--- src/rtl/supervisor_pkg.sv ---
package supervisor_pkg;
  typedef enum logic {ST_HOLD = 1'b0, ST_RUN = 1'b1} supState_t;

  typedef struct packed {
    logic cntClear;
    logic cntEnable;
  } cntStrobes_t;
endpackage

--- src/rtl/supervisor_sync.sv ---
module supervisor_sync #(
  parameter int WIDTH = 2,
  parameter logic [WIDTH-1:0] RST_VAL = '0
) (
  input  logic             clk,
  input  logic             rstN,
  input  logic [WIDTH-1:0] dIn,
  output logic [WIDTH-1:0] dOut
);
  for (genvar i = 0; i < WIDTH; i++) begin : g_bit
    logic stage1, stage2;
    always_ff @(posedge clk or negedge rstN) begin
      if (!rstN) begin
        stage1 <= RST_VAL[i];
        stage2 <= RST_VAL[i];
      end else begin
        stage1 <= dIn[i];
        stage2 <= stage1;
      end
    end
    assign dOut[i] = stage2;
  end
endmodule

--- src/rtl/supervisor_datapath.sv ---
module supervisor_datapath
  import supervisor_pkg::*;
#(
  parameter int unsigned LIMIT = 8192
) (
  input  logic        clk,
  input  logic        rstN,
  input  cntStrobes_t strobes,
  output logic        cntDone
);
  localparam int CNT_W = (LIMIT > 1) ? $clog2(LIMIT) : 1;
  localparam logic [CNT_W-1:0] LAST = CNT_W'(LIMIT - 1);

  logic [CNT_W-1:0] cnt;

  always_ff @(posedge clk or negedge rstN) begin
    if (!rstN) cnt <= '0;
    else if (strobes.cntClear) cnt <= '0;
    else if (strobes.cntEnable && cnt != LAST) cnt <= cnt + 1'b1;
  end

  assign cntDone = (cnt == LAST);

  AST_CNT_BOUND: assert property (@(posedge clk) disable iff (!rstN)
    cnt <= LAST);
  AST_CNT_CLEARED: assert property (@(posedge clk) disable iff (!rstN)
    strobes.cntClear |=> cnt == '0);
endmodule

--- src/rtl/supervisor_control.sv ---
module supervisor_control
  import supervisor_pkg::*;
(
  input  logic        clk,
  input  logic        rstN,
  input  logic        supLowS,
  input  logic        batS,
  input  logic        cntDone,
  output cntStrobes_t strobes,
  output logic        resetN,
  output logic        commAbort,
  output logic        cmdBlock
);
  supState_t state, stateNext;
  logic batHold;
  logic canCount;

  always_ff @(posedge clk or negedge rstN) begin
    if (!rstN) batHold <= 1'b0;
    else if (supLowS && batS) batHold <= 1'b1;
    else if (!batS) batHold <= 1'b0;
  end

  assign canCount = !supLowS && !batHold;

  always_comb begin
    strobes.cntClear  = !canCount || (state == ST_RUN);
    strobes.cntEnable = canCount && (state == ST_HOLD);
  end

  always_comb begin
    stateNext = state;
    unique case (state)
      ST_RUN:  if (supLowS) stateNext = ST_HOLD;
      ST_HOLD: if (strobes.cntEnable && cntDone) stateNext = ST_RUN;
      default: stateNext = ST_HOLD;
    endcase
  end

  always_ff @(posedge clk or negedge rstN) begin
    if (!rstN) begin
      state     <= ST_HOLD;
      commAbort <= 1'b0;
    end else begin
      state     <= stateNext;
      commAbort <= (state == ST_RUN) && supLowS;
    end
  end

  assign resetN   = (state == ST_RUN);
  assign cmdBlock = (state == ST_HOLD);

  AST_ABORT_SINGLE: assert property (@(posedge clk) disable iff (!rstN)
    commAbort |=> !commAbort);
  AST_ABORT_ON_ENTRY: assert property (@(posedge clk) disable iff (!rstN)
    $fell(resetN) |-> commAbort);
  AST_LOW_HOLDS: assert property (@(posedge clk) disable iff (!rstN)
    supLowS |=> !resetN);
  AST_BATT_HOLDS: assert property (@(posedge clk) disable iff (!rstN)
    batHold |-> !resetN);
  AST_RELEASE_AT_LIMIT: assert property (@(posedge clk) disable iff (!rstN)
    $rose(resetN) |-> $past(cntDone));
endmodule

--- src/rtl/supply_supervisor.sv ---
module supply_supervisor
  import supervisor_pkg::*;
#(
  parameter int unsigned CLK_HZ     = 32768,
  parameter int unsigned TIMEOUT_MS = 250
) (
  input  logic clk,
  input  logic rstN,
  input  logic supplyLow,
  input  logic batteryMode,
  input  logic writeBusy,
  output logic resetN,
  output logic commAbort,
  output logic cmdBlock,
  output logic writeContinue
);
  localparam longint unsigned CYC64 = (longint'(CLK_HZ) * longint'(TIMEOUT_MS)) / 1000;
  localparam int unsigned LIMIT = (CYC64 < 1) ? 1 : int'(CYC64);

  logic [1:0]  syncOut;
  logic        supLowS, batS, cntDone;
  cntStrobes_t strobes;

  supervisor_sync #(.WIDTH(2), .RST_VAL(2'b01)) u_sync (
    .clk(clk), .rstN(rstN),
    .dIn({batteryMode, supplyLow}),
    .dOut(syncOut)
  );
  assign supLowS = syncOut[0];
  assign batS    = syncOut[1];

  supervisor_control u_ctrl (
    .clk(clk), .rstN(rstN), .supLowS(supLowS), .batS(batS),
    .cntDone(cntDone), .strobes(strobes), .resetN(resetN),
    .commAbort(commAbort), .cmdBlock(cmdBlock)
  );

  supervisor_datapath #(.LIMIT(LIMIT)) u_dp (
    .clk(clk), .rstN(rstN), .strobes(strobes), .cntDone(cntDone)
  );

  assign writeContinue = writeBusy && !batS;

  AST_WRITE_STOPS: assert property (@(posedge clk) disable iff (!rstN)
    $rose(batS) |-> !writeContinue);
endmodule

--- config.mk ---
export PLATFORM = sky130hd
export DESIGN_NAME = supply_supervisor
export DESIGN_NICKNAME = d
export VERILOG_FILES = /design/src/rtl/supervisor_pkg.sv /design/src/rtl/supervisor_sync.sv /design/src/rtl/supervisor_datapath.sv /design/src/rtl/supervisor_control.sv /design/src/rtl/supply_supervisor.sv
export SDC_FILE = /design/constraint.sdc
export NUM_CORES = 1
export LEC_CHECK = 0
export ABC_AREA = 1
export BUFFER_PORTS_ARGS = -buffer_cell sky130_fd_sc_hd__buf_2
export CAP_MARGIN = 20
export CORE_MARGIN = 2
export CORE_UTILIZATION = 35
export CTS_CLUSTER_SIZE = 30
export DETAILED_ROUTE_END_ITERATION = 10
export PLACE_DENSITY = 0.51
export SYNTH_ARGS = -nofsm -noshare
export SYNTH_HDL_FRONTEND = slang
export SYNTH_SLANG_ARGS = --single-unit
--- constraint.sdc ---
create_clock -name clk -period 2.4 [get_ports clk]
set_clock_uncertainty 0.15 [all_clocks]
set_input_delay 0.48 -clock clk [delete_from_list [all_inputs] [get_ports clk]]
set_output_delay 0.48 -clock clk [all_outputs]
set_load 0.05 [all_outputs]
==> flow_metrics.py, run 1 <==
metrics = {
    "synth": {
        "synth_compound_area_frac": 0.04188,
        "synth_xor_area_frac": 0,
        "syn-cell-area_um2": 985.9,
        "synth_seq_cells": 20,
        "synthAdderAreaFrac": 0.01269,
        "synth_nets": 123,
        "yosys.area_share.simple": 0.3744,
        "ys_types": 20,
        "yosysSeqAreaShare": 0.5102,
        "synth_edf_count": 0,
        "synth_mux_area_frac": 0,
        "synth_area_per_cell_um2": 8.427,
        "synth_top_family_by_area": "simple AND/OR/NAND/NOR gates",
        "async_reset_ff_frac": 1.000,
        "ys.flop_type": "dfrtp_1",
        "yosys_warnings": 0,
        "syn_inst": 117,
    },
    "cells_and_area": {
        "final_cell_mix": "nand2_1 (32), dfrtp_1 (18), nand3_1 (16)",
        "area_growth_pct": 10.53,
        "fin_nets": 136,
        "fillers": 283,
        "fin_area_um2": 1090,
        "drive_gt1_frac": 0.2093,
        "seq_area_um2": 503.0,
        "final_cells": 160,
        "layout.cells.most_common": "nand2_1",
        "n_antenna_cell": 0,
        "multi_input_area_um2": 422.9,
    },
    "floorplanning": {
        "io_pins": 9,
        "core-area_um2": 2710,
        "die_y_um": 57.08,
        "die_area_um2": 3258,
        "dieWidth_um": 57.08,
        "rows": 19,
        "start_util": 0.3638,
    },
    "drt": {
        "vias_per_cell": 4.769,
        "route.detailed.drc": 0,
        "wl_mm": 1.842,
        "antenna_left": 0,
        "firstDrtPassIters": 2,
        "vias": 763,
        "routedWlPerCell_um": 11.51,
        "first_iter_violations": 21,
    },
    "worst_setup_path": {
        "r2r_cells": 3,
        "cp_cell_sequence": "inv_1 -> buf_2",
        "r2r_slack_ns": 0.80,
        "crit_required_ns": 1.77,
        "critPathLaunchType": "flop",
        "cpPeakStageDelay_ns": 0.44,
        "r2r_end": "u_dp.cnt[10]$_DFFE_PN0P_",
        "crit_arrival_ns": 1.11,
        "cpMaxStageDelayCell": "dfrtp_1",
        "critPathMaxFanout": 4,
        "r2r_start": "u_ctrl.resetN$_DFF_PN0_",
        "crit_path_end_kind": "primary output",
        "worstSetupPathType": "flop to primary output",
    },
    "clock_network": {
        "cts-buffers-inserted": 3,
        "cts_setup_buffers": 0,
        "cts_resized": 0,
        "cts_sinks": 20,
        "worstSkewPairLatency_ns": 0.30,
        "htreeDepth": 1,
        "root_buffer": "clkbuf_4",
        "path_clk_slew_ns": 0.12,
        "cts_tree": "yes",
        "cts_buffer_depth": 2,
    },
    "min_path": {
        "hp-class": "input pin to flop",
        "min_from": "supplyLow",
        "min_to": "u_sync.g_bit[0].stage1$_DFF_PN1_",
        "whs_path_depth": 1,
    },
    "sta": {
        "relSlewSlack": 0.5762,
        "timing.final.crit_period_ns": 1.742,
        "max_freq_ghz": 0.5742,
        "finalSetupTns_ns": 0,
        "drv_slew": 0,
        "hold_slack_ns": 0.1217,
        "rsz0062_at_grt": "no",
        "worst_slew_pin_slew_ns": 0.6336,
        "fin_crit_sh": 0.7257,
        "setup_viol": 0,
        "finalHoldViolCount": 0,
    },
    "global_routing": {
        "grt_use_total": 0.1318,
        "grt_max_degree": 21,
        "grt.overflow.total": 0,
        "grt_pass1_vias": 752,
        "antenna_found_initial": 0,
        "grt_pass1_wl_mm": 3.401,
    },
    "power": {
        "cellLeakagePower_nw": 0.5410,
        "pwr_density_cell_nw_per_um2": 504.4,
        "ir_drop_mv": 0.3106,
    },
    "placement": {
        "place_area_um2": 1054,
        "gp_congestion": 0.7726,
        "dp_hpwl_mm": 1.358,
        "dpl.cell_count": 155,
        "port_buffers": 8,
    },
    "flow_run": {
        "cap_violations": 0,
    },
    "outcome": {
        "outcome": "complete, no violations",
    },
}
## metal layers
metal / global-route usage / wire (µm) / part of all wire / vias to the layer above
li1: - / - / - / 399
met1: 0.1813 / 914 / 0.50 / 351
met2: 0.2085 / 844 / 0.46 / 9
met3: 0.02268 / 57 / 0.031 / 4
met4: 0.04983 / 25 / 0.014 / 0
met5: 0 / 0 / 0 / -
## worst max-delay path by stage
stage	start	end	slack (ns)	depth (start not counted)
finish	u_ctrl.resetN$_DFF_PN0_	cmdBlock	0.66	2
global route	u_ctrl.resetN$_DFF_PN0_	cmdBlock	0.58	2
CTS	u_ctrl.resetN$_DFF_PN0_	cmdBlock	0.64	2
detailed placement	u_ctrl.resetN$_DFF_PN0_	u_dp.cnt[10]$_DFFE_PN0P_	0.80	3
global placement	u_ctrl.resetN$_DFF_PN0_	u_dp.cnt[8]$_DFFE_PN0P_	0.85	3
floorplan	writeBusy	writeContinue	0.62	2
## Yosys cell counts, types with 2 or more instances
cell     number  area, µm²
nand2_1      32      120.1
dfrtp_1      18      450.4
nand3_1      16      80.08
inv_1        12      45.04
nor2_1       11      41.29
nand4_1       5      31.28
nor2_2        4      25.02
nand2_2       3      18.77
or2_2         3      18.77
dfstp_2       2      52.55
o21a_1        2      15.01
## logic make-up (layout without fill, tap and decap cells)
family	Yosys count	in the layout
AOI/OAI and AO/OA	6	6
adders and majority gates	1	1
buffers and inverters	14	26
DFF	20	20
and+or+nand+nor	76	76
## report_power, final
| group | switching, W | internal [W] |
|---|---|---|
| Combinational | 0.0000203 | 0.00000918 |
| Sequential | 0.00000716 | 0.000346 |
| Clock | 0.000103 | 0.0000647 |
| Total | 0.000130 | 0.000419 |
## worst max-delay path, delay by kind of cell (launching register included)
| family | cells | cell delay [ns] |
|---|---|---|
| DFF | 1 | 0.44 |
| buffers and inverters | 2 | 0.36 |
## stage by stage
step,util,setup slack (ns),total power (W)
floorplan,-,0.6237,0.0003759
finish,0.4021,0.6584,0.0005497
global placement,0.3887,0.8489,0.0003879
detailed placement,0.3887,0.7951,0.0003883
CTS,0.4021,0.6398,0.0005624
global route,0.4021,0.5843,0.0005786
## cell type report
type | instances | share of cell area
Timing Repair Buffer | 9 | 0.04592
Tap cell | 31 | 0.03559
Inverter | 13 | 0.04478
Sequential cell | 20 | 0.4615
Clock buffer | 4 | 0.02411
Multi-Input combinational cell | 83 | 0.3881
## sequential cells by signal, summed over array words and instances (netlist names)
name,count
u_ctrl.resetN,1
u_sync.g_bit.stage2,2
u_sync.g_bit.stage1,2
u_dp.cnt,13
u_ctrl.commAbort,1
u_ctrl.batHold,1
## timing repair
item	CTS	global route
hold buffers	1	0
hold endpoints to repair	18	0
endpoints found under the setup margin	0	0
Note: power is estimated with default switching activity, not from simulation.
==> run 2, diff against run 1 <==
PLACE_DENSITY = 0.53   (was 0.51)
clock period = 1.4 ns   (was 2.4 ns; I/O delays follow)
==> flow_metrics.py, run 2 (same netlist as run 1, synthesis figures left out) <==
metrics = {
    "outcome": {
        "outcome": "finished, violations left",
        "violations": "setup timing",
    },
    "clock_network": {
        "worstSkewPairLatency_ns": 0.31,
        "cts_sinks": 20,
        "cts_tree": "yes",
        "root_buffer": "clkbuf_4",
        "path_clk_slew_ns": 0.12,
        "htreeDepth": 1,
        "cts_buffer_depth": 2,
        "cts-buffers-inserted": 3,
    },
    "cells_and_area": {
        "n_antenna_cell": 0,
        "fillers": 267,
        "layout.cells.most_common": "nand2_1",
        "largest_register_ffs": 13,
        "largestRegisters": "u_dp.cnt x13, u_sync.g_bit.stage1 x2, u_sync.g_bit.stage2 x2",
        "drive_gt1_frac": 0.4345,
        "largest-register": "u_dp.cnt",
        "final_cell_mix": "nand2_1 (28), dfrtp_1 (15), nand3_1 (11)",
        "area_growth_pct": 42.89,
        "fin_area_um2": 1409,
        "fin_nets": 152,
    },
    "sta": {
        "setup_ws_ns": -0.05831,
        "drv_slew": 0,
        "hold_slack_ns": 0.2158,
        "fin_crit_sh": 1.042,
        "worst_slew_pin_slew_ns": 0.4423,
        "finalSetupTns_ns": -0.1778,
        "rsz0062_at_grt": "yes",
        "max_freq_ghz": 0.6857,
        "timing.final.crit_period_ns": 1.458,
        "finalHoldViolCount": 0,
        "relSlewSlack": 0.7051,
        "setup_viol": 6,
    },
    "global_routing": {
        "grt_pass1_vias": 835,
        "grt.overflow.total": 0,
        "grt_pass1_wl_mm": 3.691,
        "grt_max_degree": 21,
        "antenna_found_initial": 0,
        "grt_use_total": 0.1485,
    },
    "floorplanning": {
        "core-area_um2": 2710,
        "rows": 19,
        "start_util": 0.3638,
        "io_pins": 9,
        "die_area_um2": 3258,
        "die_y_um": 57.08,
        "dieWidth_um": 57.08,
    },
    "drt": {
        "wl_met2_mm": 1.110,
        "wl_mm": 2.170,
        "vias_per_cell": 4.932,
        "antenna_left": 0,
        "met3_length_um": 74,
        "route.detailed.drc": 0,
        "routedWlPerCell_um": 12.33,
        "highest_layer": "met4",
        "first_iter_violations": 29,
        "route.layer.met1.wl_um": 960,
        "vias": 868,
        "firstDrtPassIters": 4,
    },
    "worst_setup_path": {
        "crit_arrival_ns": 1.52,
        "critPathMaxFanout": 5,
        "critPathLaunchType": "flop",
        "crit_path_end_kind": "flop",
        "crit_required_ns": 1.47,
        "worstSetupPathType": "flop to flop",
    },
    "placement": {
        "gp_congestion": 0.8302,
        "dp_hpwl_mm": 1.311,
        "place_area_um2": 1100,
        "port_buffers": 8,
    },
    "power": {
        "ir_drop_mv": 0.7586,
        "pwr_density_cell_nw_per_um2": 840.6,
        "cellLeakagePower_nw": 0.6831,
    },
    "flow_run": {
        "cap_violations": 0,
    },
    "min_path": {
        "hp-class": "flop to flop",
    },
}
run 2: changes by cell type in the layout (fill, tap and decap cells not counted), sizes merged:
cell	previous run	this run
clkbuf	4	3
dlygate4sd3	1	3
bufinv	0	1
buf	8	21
nand3	17	18
run 2: final timing paths:
kind,start,endpoint,slack [ns],depth (start not counted)
max,u_dp.cnt[1]$_DFFE_PN0P_,u_dp.cnt[0]$_DFFE_PN0P_,-0.06,8
min,u_sync.g_bit[0].stage1$_DFF_PN1_,u_sync.g_bit[0].stage2$_DFF_PN1_,0.22,0
max reg2reg,u_dp.cnt[1]$_DFFE_PN0P_,u_dp.cnt[0]$_DFFE_PN0P_,-0.06,8
min reg2reg,u_sync.g_bit[0].stage1$_DFF_PN1_,u_sync.g_bit[0].stage2$_DFF_PN1_,0.22,0
max in group asynchronous,rstN,u_sync.g_bit[0].stage1$_DFF_PN1_,0.48,2
min in group asynchronous,rstN,u_dp.cnt[1]$_DFFE_PN0P_,0.28,2
run 2: what timing repair did:
item	in CTS	in global routing
endpoints found under the hold margin	20	0
setup buffers	3	6
hold buffers	3	0
pin swaps	3	13
resized for setup	12	31
cloned	2	0
endpoints found under the setup margin	16	17
run 2: final cells by class:
type                    instances  area (µm²)  area share
repair buffers                 24       217.7      0.1545
multi-input cells              84       539.3      0.3828
flip-flops and latches         20       506.7      0.3597
clock inverters                 1       30.03     0.02131
inverters                      13       53.80     0.03819
well taps                      31       38.79     0.02753
clock buffers                   3       22.52     0.01599
run 2: metrics by stage:
step                worst slack (ns)   power, W  utilization  std cells
floorplan                    0.02026  0.0006451            -        117
global route                 -0.1312   0.001241       0.5199        176
detailed placement          -0.01718  0.0006822       0.4058        159
global placement            -0.01447  0.0006823       0.4058        159
CTS                         -0.03026   0.001199       0.4746        171
finish                      -0.05831   0.001184       0.5199        176
run 2: per-layer routing:
metal  global-route usage  up-vias
met3              0.04989        4
met1               0.1715      412
met2               0.2627       14
met4              0.03987        0
met5                    0        -
li1                     -      438
run 2: where the power goes:
group          leakage, nW  switching (W)  internal [W]
sequential           0.260      0.0000128      0.000592
combinational        0.395      0.0000521     0.0000488
clock               0.0279       0.000189      0.000289
total                0.683       0.000253      0.000931
run 2: worst max-delay path, cell delays in order, from the launching register on:
cell and delay [ns]:
dfrtp_1 0.43, ha_4 0.19, inv_2 0.05, nor2_4 0.11, nand2_4 0.09, nor2_4 0.14, nand2_4 0.07, nand3_1 0.08
nand2_1 0.05
==> run 3, diff against run 2 <==
PLACE_DENSITY = 0.51   (was 0.53)
clock period = 1.7 ns   (was 1.4 ns; I/O delays follow)
==> flow_metrics.py, run 3 (same netlist as run 1, synthesis figures left out) <==
metrics = {
    "worst_setup_path": {
        "worstSetupPathType": "flop to primary output",
        "critPathBufInv": 2,
        "crit_arrival_ns": 1.11,
        "critPathLaunchType": "flop",
        "crit_path_end_kind": "primary output",
        "cp_top_family": "flip-flops",
        "cp_cell_sequence": "inv_1 -> buf_2",
        "cpPeakStageDelay_ns": 0.45,
        "critPathMaxFanout": 4,
        "crit_required_ns": 1.21,
        "cpMaxStageDelayCell": "dfrtp_1",
    },
    "sta": {
        "worst_slew_pin_slew_ns": 0.4544,
        "drv_slew": 0,
        "finalHoldViolCount": 0,
        "max_freq_ghz": 0.6239,
        "finalSetupTns_ns": 0,
        "relSlewSlack": 0.6971,
        "timing.final.crit_period_ns": 1.603,
        "rsz0062_at_grt": "no",
        "setup_viol": 0,
        "fin_crit_sh": 0.9428,
    },
    "cells_and_area": {
        "fin_area_um2": 1117,
        "final_cell_mix": "nand2_1 (32), dfrtp_1 (18), nand3_1 (16)",
        "area_growth_pct": 13.32,
        "drive_gt1_frac": 0.2121,
        "layout.cells.most_common": "nand2_1",
        "seq_area_um2": 503.0,
        "n_antenna_cell": 0,
        "largestRegisters": "u_dp.cnt x13, u_sync.g_bit.stage1 x2, u_sync.g_bit.stage2 x2",
        "fin_nets": 139,
        "largest-register": "u_dp.cnt",
        "largest_register_ffs": 13,
        "multi_input_area_um2": 422.9,
        "fillers": 292,
    },
    "power": {
        "pwr_density_cell_nw_per_um2": 700.5,
        "seqPwrFrac": 0.636,
        "ir_drop_mv": 0.4603,
        "switching_power_w": 0.0001854,
        "cellInternalPower_w": 0.0005972,
        "cellLeakagePower_nw": 0.5543,
        "pwr-share-comb": 0.062,
        "p_sw_frac": 0.2369,
        "power_frac_clock": 0.302,
    },
    "placement": {
        "gp_congestion": 0.7722,
        "place_area_um2": 1061,
        "port_buffers": 8,
        "dp_hpwl_mm": 1.407,
    },
    "drt": {
        "vias": 787,
        "antenna_left": 0,
        "routedWlPerCell_um": 11.85,
        "vias_per_cell": 4.828,
        "first_iter_violations": 16,
        "route.detailed.drc": 0,
        "wl_mm": 1.931,
        "firstDrtPassIters": 4,
    },
    "floorplanning": {
        "core-area_um2": 2710,
        "die_y_um": 57.08,
        "rows": 19,
        "io_pins": 9,
        "die_area_um2": 3258,
        "dieWidth_um": 57.08,
        "start_util": 0.3638,
    },
    "global_routing": {
        "grt_pass1_wl_mm": 3.408,
        "grt_pass1_vias": 744,
        "grt_max_degree": 21,
        "antenna_found_initial": 0,
        "grt.overflow.total": 0,
        "grt_use_total": 0.1378,
    },
    "min_path": {
        "hp-class": "flop to flop",
    },
    "clock_network": {
        "path_clk_slew_ns": 0.11,
        "htreeDepth": 1,
        "cts-buffers-inserted": 3,
        "cts_resized": 0,
        "cts_tree": "yes",
        "cts_setup_buffers": 0,
        "cts_buffer_depth": 2,
        "root_buffer": "clkbuf_4",
        "cts_sinks": 20,
        "worstSkewPairLatency_ns": 0.30,
    },
    "outcome": {
        "outcome": "complete, no violations",
    },
    "flow_run": {
        "cap_violations": 0,
    },
}
==> run 3: cell type report <==
type	instances	share of cell area
Tap cell	31	0.03471
Timing Repair Buffer	12	0.06943
Inverter	13	0.04367
Sequential cell	20	0.4502
Multi-Input combinational cell	83	0.3785
Clock buffer	4	0.02352
==> run 3: power groups by stage <==
stage                     sequential [W]  clock, W  combinational [W]
after floorplan                 0.000505         0          0.0000260
after global placement          0.000506         0          0.0000447
after detailed placement        0.000507         0          0.0000449
after CTS                       0.000498  0.000245          0.0000502
after global routing            0.000500  0.000268          0.0000548
final                           0.000498  0.000237          0.0000484
==> run 3: final timing paths <==
kind	startpoint	end	slack, ns	cells past startpoint
worst max register to register	u_dp.cnt[1]$_DFFE_PN0P_	u_dp.cnt[0]$_DFFE_PN0P_	0.16	8
min in group asynchronous	rstN	u_dp.cnt[2]$_DFFE_PN0P_	0.36	2
max in group asynchronous	rstN	u_sync.g_bit[0].stage2$_DFF_PN1_	0.70	2
worst min register to register	u_sync.g_bit[0].stage1$_DFF_PN1_	u_sync.g_bit[0].stage2$_DFF_PN1_	0.22	0
worst max-delay path	u_ctrl.resetN$_DFF_PN0_	cmdBlock	0.1	2
worst min-delay path	u_sync.g_bit[0].stage1$_DFF_PN1_	u_sync.g_bit[0].stage2$_DFF_PN1_	0.22	0
==> run 3: through the flow <==
step	worst slack [ns]	power, W	hold slack [ns]	cells	util
CTS	0.08077	0.0007935	0.2186	163	0.4123
finish	0.09718	0.0007827	0.2154	163	0.4123
global placement	0.1835	0.0005511	0.1712	156	0.3915
global route	0.009615	0.0008234	0.2268	163	0.4123
detailed placement	0.1660	0.0005518	0.1684	156	0.3915
floorplan	0.1481	0.0005306	-0.1056	117	-
==> run 3: repair_timing <==
| item | CTS | global route |
|---|---|---|
| hold endpoints to repair | 20 | 0 |
| setup endpoints to repair | 0 | 0 |
| hold buffers | 3 | 0 |
==> run 3: routing by layer <==
| layer | up-vias | global-route usage | wire length (µm) |
|---|---|---|---|
| li1 | 406 | - | - |
| met1 | 366 | 0.1766 | 898 |
| met2 | 11 | 0.2167 | 933 |
| met3 | 4 | 0.02721 | 54 |
| met4 | 0 | 0.07973 | 44 |
| met5 | - | 0 | 0 |
